## src/rtl/dc_offset_pkg.sv

```systemverilog
package dc_offset_pkg;
  // strobes from control to datapath
  typedef struct packed {
    logic accEn;
  } loopCtrl_t;
endpackage

```

## src/rtl/dc_offset_datapath.sv

```systemverilog
module dc_offset_datapath
  import dc_offset_pkg::*;
#(
  parameter int ADC_W  = 12,
  parameter int DAC_W  = 10,
  parameter int FRAC_W = 8
) (
  input  logic                    clk,
  input  logic                    rstN,
  input  loopCtrl_t               ctrl,
  input  logic signed [ADC_W-1:0] adcSample,
  input  logic [3:0]              gainShift,
  output logic                    sampleQuiet,
  output logic signed [DAC_W-1:0] dacCode
);
  localparam int ACC_W  = DAC_W + FRAC_W;
  localparam int SCL_W  = ADC_W + FRAC_W;
  localparam int SUM_W  = ((SCL_W > ACC_W) ? SCL_W : ACC_W) + 2;
  localparam logic signed [SUM_W-1:0] ACC_ONE = SUM_W'(1) <<< (ACC_W - 1);
  localparam logic signed [SUM_W-1:0] ACC_MAX = ACC_ONE - 1;
  localparam logic signed [SUM_W-1:0] ACC_MIN = -ACC_ONE;

  logic signed [ACC_W-1:0] accQ;
  logic signed [SUM_W-1:0] sampleExt, scaled, accExt, sumRaw;
  logic signed [ACC_W-1:0] sumSat;
  logic [3:0]              shiftEff;

  assign shiftEff  = (gainShift == 4'd0) ? 4'd1 : gainShift;
  assign sampleExt = {{(SUM_W-ADC_W){adcSample[ADC_W-1]}}, adcSample};
  assign scaled    = (sampleExt <<< FRAC_W) >>> shiftEff;
  assign accExt    = {{(SUM_W-ACC_W){accQ[ACC_W-1]}}, accQ};
  assign sumRaw    = accExt + scaled;

  always_comb begin
    if (sumRaw > ACC_MAX)      sumSat = ACC_MAX[ACC_W-1:0];
    else if (sumRaw < ACC_MIN) sumSat = ACC_MIN[ACC_W-1:0];
    else                       sumSat = sumRaw[ACC_W-1:0];
  end

  always_ff @(posedge clk) begin
    if (!rstN)           accQ <= '0;
    else if (ctrl.accEn) accQ <= sumSat;
  end

  assign sampleQuiet = (adcSample == '0);
  assign dacCode     = accQ[ACC_W-1:FRAC_W];
endmodule

```

## src/rtl/dc_offset_ctrl.sv

```systemverilog
module dc_offset_ctrl
  import dc_offset_pkg::*;
#(
  parameter int QUIET_RUN = 16
) (
  input  logic      clk,
  input  logic      rstN,
  input  logic      adcValid,
  input  logic      sampleQuiet,
  input  logic      calStart,
  input  logic      trackMode,
  output loopCtrl_t ctrl,
  output logic      calDone,
  output logic      converged
);
  localparam int CNT_W = $clog2(QUIET_RUN + 1);
  localparam logic [CNT_W-1:0] LAST = CNT_W'(QUIET_RUN - 1);

  logic             calActive;
  logic [CNT_W-1:0] quietCnt;

  assign ctrl.accEn = adcValid && (calActive || trackMode);

  always_ff @(posedge clk) begin
    if (!rstN) begin
      calActive <= 1'b1;
      quietCnt  <= '0;
      calDone   <= 1'b0;
      converged <= 1'b0;
    end else if (calStart) begin
      calActive <= 1'b1;
      quietCnt  <= '0;
      calDone   <= 1'b0;
      converged <= 1'b0;
    end else if (calActive && adcValid) begin
      if (!sampleQuiet) begin
        quietCnt <= '0;
      end else if (quietCnt == LAST) begin
        calActive <= 1'b0;
        quietCnt  <= '0;
        calDone   <= 1'b1;
        converged <= 1'b1;
      end else begin
        quietCnt <= quietCnt + 1'b1;
      end
    end
  end
endmodule

```

## src/rtl/dc_offset_loop.sv

```systemverilog
module dc_offset_loop
  import dc_offset_pkg::*;
#(
  parameter int ADC_W     = 12,
  parameter int DAC_W     = 10,
  parameter int FRAC_W    = 8,
  parameter int QUIET_RUN = 16
) (
  input  logic                    clk,
  input  logic                    rstN,
  input  logic signed [ADC_W-1:0] adcSample,
  input  logic                    adcValid,
  input  logic                    calStart,
  input  logic                    trackMode,
  input  logic [3:0]              gainShift,
  output logic signed [DAC_W-1:0] dacCode,
  output logic                    calDone,
  output logic                    converged
);
  loopCtrl_t ctrl;
  logic      sampleQuiet;

  dc_offset_ctrl #(.QUIET_RUN(QUIET_RUN)) uCtrl (
    .clk(clk), .rstN(rstN), .adcValid(adcValid), .sampleQuiet(sampleQuiet),
    .calStart(calStart), .trackMode(trackMode), .ctrl(ctrl),
    .calDone(calDone), .converged(converged)
  );

  dc_offset_datapath #(.ADC_W(ADC_W), .DAC_W(DAC_W), .FRAC_W(FRAC_W)) uPath (
    .clk(clk), .rstN(rstN), .ctrl(ctrl), .adcSample(adcSample),
    .gainShift(gainShift), .sampleQuiet(sampleQuiet), .dacCode(dacCode)
  );
endmodule

```

## config.mk

```make
export PLATFORM = sky130hd
export DESIGN_NAME = dc_offset_loop
export DESIGN_NICKNAME = d
export VERILOG_FILES = /design/src/rtl/dc_offset_pkg.sv /design/src/rtl/dc_offset_datapath.sv /design/src/rtl/dc_offset_ctrl.sv /design/src/rtl/dc_offset_loop.sv
export SDC_FILE = /design/constraint.sdc
export NUM_CORES = 1
export LEC_CHECK = 0
export ABC_CLOCK_PERIOD_IN_PS = 4850
export BUFFER_PORTS_ARGS = -buffer_cell sky130_fd_sc_hd__buf_2
export CAP_MARGIN = 10
export CORE_MARGIN = 4
export CORE_UTILIZATION = 50
export DETAILED_ROUTE_END_ITERATION = 7
export PLACE_DENSITY = 0.77
export SLEW_MARGIN = 20
export SYNTH_ARGS = -nofsm -noshare
export SYNTH_HDL_FRONTEND = slang
export SYNTH_SLANG_ARGS = --single-unit
export TNS_END_PERCENT = 30
```

## constraint.sdc

```tcl
create_clock -name clk -period 4.85 [get_ports clk]
set_clock_uncertainty 0.1 [all_clocks]
set_input_delay 0.97 -clock clk [delete_from_list [all_inputs] [get_ports clk]]
set_output_delay 0.97 -clock clk [all_outputs]
set_load 0.005 [all_outputs]
```

==> results.yml <==
logic_synthesis:
  synth.top_cell.area_share_pct: 17.26
  async_flop_share_pct: 0
  ys_types: 61
  yosysMostFrequentCell: "o21ai_0"
  yosysSeqAreaShare_pct: 17.26
  synth_area_per_cell_um2: 7.693
  synth_common_cells: "49 x o21ai_0, 36 x a21oi_1, 29 x mux2i_1, 25 x dfxtp_1, 25 x nor2_1"
  synth_edf_count: 0
  synth.top_cells.by_area: "dfxtp_1 17%, mux2i_1 10%, ha_1 9.5%, o21ai_0 8.5%, a21oi_1 6.2%"
  syn_nets: 421
  synth_top_cell_by_area: "dfxtp_1"
  netlist_area_um2: 2900
  synthFlopType: "dfxtp_1"
  yosys_warnings: 0
  ys_ff_latch: 25
  syn_inst: 377
grt:
  gr-usage-all-layers_pct: 21.74
  grt_pass1_vias: 2852
  grt-ovfl-total: 0
  grt_pass1_wl_mm: 13.14
  grt_max_degree: 22
  antenna_found_initial: 0
clocking:
  cts_tree: "yes"
  htreeDepth: 1
  cts_sinks: 25
  postCtsSetupBuffers: 0
  clkLatencyLatePin_ns: 0.28
  cts_made_buffers: 3
  clockBufferDepth: 2
  path_clk_slew_ns: 0.10
  cts_root_buffer: "clkbuf_8"
worst_setup_path:
  cp_num_buf_inv: 2
  worstSetupStartpoint: "gainShift[3]"
  worstSetupEndpointType: "flop"
  crit_type: "primary input to flop"
  r2r-end: "uPath.accQ[12]"
  cp.required_ns: 4.92
  path_cells: "buf_2 > nor3_2 > nor2_4 > mux2i_1 > mux2i_1 > mux2i_1 > nor2_1 > a31o_2 > ha_1 > a21o_1 > a31oi_1 > a211o_1 > nand2_1 > o311ai_2 > o211ai_1 > o22ai_4 > buf_12 > a21oi_1"
  slowest_delay_ns: 0.36
  cp.arrival_ns: 4.62
  crit_cells: 18
  crit_path_top_delay_cell: "o311ai_2"
  cp-endpoint: "uPath.accQ[12]"
  worstSetupStartpointType: "primary input"
  cp_common_cell: "mux2i_1"
  worstPathMaxFanout: 13
  ff2ff_path_depth: 11
  crit_family: "compound AO/OA/AOI/OAI gates"
  r2r_slack_ns: 1.86
  worstReg2RegStart: "uPath.accQ[0]"
timing:
  worstMarginPinSlew_ns: 0.6615
  fin_crit_sh_pct: 93.88
  layout_min_cycle_time_ns: 4.553
  relSlewSlack_pct: 55.90
  setup_viol: 0
  max_freq_mhz: 219.6
  tns_ns: 0
  grt_setup_unrepaired: "false"
  hold_viol_final: 0
  drv_slew: 0
detailed_routing:
  met2_length_mm: 3.677
  top_layer: "met4"
  wl_met1_mm: 3.442
  drt_first_pass_iters: 4
  num_vias: 2948
  met3_length_um: 475
  wire_per_inst_um: 16.43
  drc_errors: 0
  postRouteAntennaNets: 0
  drt-total-wl_mm: 7.723
  drtIter0Drc: 141
  via_per_inst: 6.272
finish:
  fill_cells: 506
  nets: 443
  final_util_pct: 57.13
  diodes: 0
  areaGrowthSynthToFinish_pct: 9.793
  drive_gt1_share_pct: 19.85
floorplan:
  dieHeight_um: 84.16
  fp.dieW_um: 84.16
  ioPinCount: 33
  dieArea_um2: 7083
  core_area_um2: 5574
  num_rows: 27
  initial_core_util_pct: 52.03
hold_path:
  hp-class: "flop to flop"
outcome:
  status: "finished clean"
job:
  drv_cap: 0
placed_design:
  port_buffers: 32
  dp_hpwl_mm: 5.900
  place.gp.congestion: 1.010
pwr:
  leakagePower_nw: 1.435
  p_per_area_nw_per_um2: 315.4
  irDropWorstVdd_mv: 0.2418
-- through the flow --
stage | hold slack (ns) | instances | power, W | setup WS (ns) | cell area (um^2)
3_3_place_gp | 0.3687 | 466 | 0.0008456 | -0.3042 | 3123
2_1_floorplan | 0.3587 | 377 | 0.0007178 | 0.07989 | 2902
6_report | 0.4045 | 470 | 0.001004 | 0.2971 | 3184
4_1_cts | 0.4005 | 470 | 0.0009949 | 0.1721 | 3174
5_1_grt | 0.4205 | 470 | 0.001083 | 0.08597 | 3184
3_5_place_dp | 0.3857 | 466 | 0.0008587 | -0.3803 | 3123
-- how the worst min path moves through the flow --
stage	startpoint	slack, ns	cells after the start	end
floorplan	uCtrl.quietCnt[3]	0.36	2	uCtrl.quietCnt[3]
global placement	uCtrl.quietCnt[3]	0.37	2	uCtrl.quietCnt[3]
detailed placement	uCtrl.quietCnt[4]	0.39	1	uCtrl.quietCnt[4]
CTS	uCtrl.quietCnt[4]	0.40	1	uCtrl.quietCnt[4]
global route	uCtrl.quietCnt[4]	0.42	1	uCtrl.quietCnt[4]
finish	uCtrl.quietCnt[4]	0.40	1	uCtrl.quietCnt[4]
-- metal layers --
layer / vias up / global-route usage, %
met1: 1367 / 28.88
li1: 1444 / -
met3: 16 / 2.355
met4: 0 / 5.556
met2: 121 / 37.45
met5: - / 0
-- cell type report --
cell class / instances / area (um^2) / area share [%]
clock inverters: 1 / 7.507 / 0.2358
multi-input cells: 312 / 2198 / 69.04
flip-flops and latches: 25 / 500.5 / 15.72
repair buffers: 50 / 320.3 / 10.06
inverters: 7 / 26.28 / 0.8251
clock buffers: 3 / 41.29 / 1.297
well taps: 72 / 90.09 / 2.829
-- cells in the final DEF, fill, tap and decap left out, drive strengths merged, types with 6 or more instances in the layout --
master	synthesis	routed
inv	6	6
ha	22	22
o21ai	50	50
nor3	6	6
xnor2	7	7
nor2	25	25
nor2b	6	6
mux2i	29	29
dfxtp	25	25
nand3	13	13
buf	21	50
a21o	12	12
a21oi	46	46
nand2	25	25
-- timing repair --
action                     CTS  global route
gates resized for setup      1             2
gates cloned                 0             0
setup endpoints to repair   17            17
hold buffers                 0             0
-- state kept, by name, indices dropped and copies added, names as in the netlist --
name,flops
uCtrl.converged,1
uPath.accQ,18
uCtrl.quietCnt,5
uCtrl.calActive,1
-- power by group --
group / internal [W] / leakage, nW / switching [W]
clock network: 0.0000584 / 0.0217 / 0.0000755
logic: 0.000264 / 1.21 / 0.000357
registers: 0.000230 / 0.207 / 0.0000191
total: 0.000553 / 1.43 / 0.000452
-- cell families after synthesis --
logic type	synth area share, %
buf+inv	7.377
mux	11.17
xor+xnor	3.624
simple gates	16.44
flops	17.26
fa+ha+maj	10.18
compound gates	33.95
No activity file was read; power rests on OpenSTA's default activity.
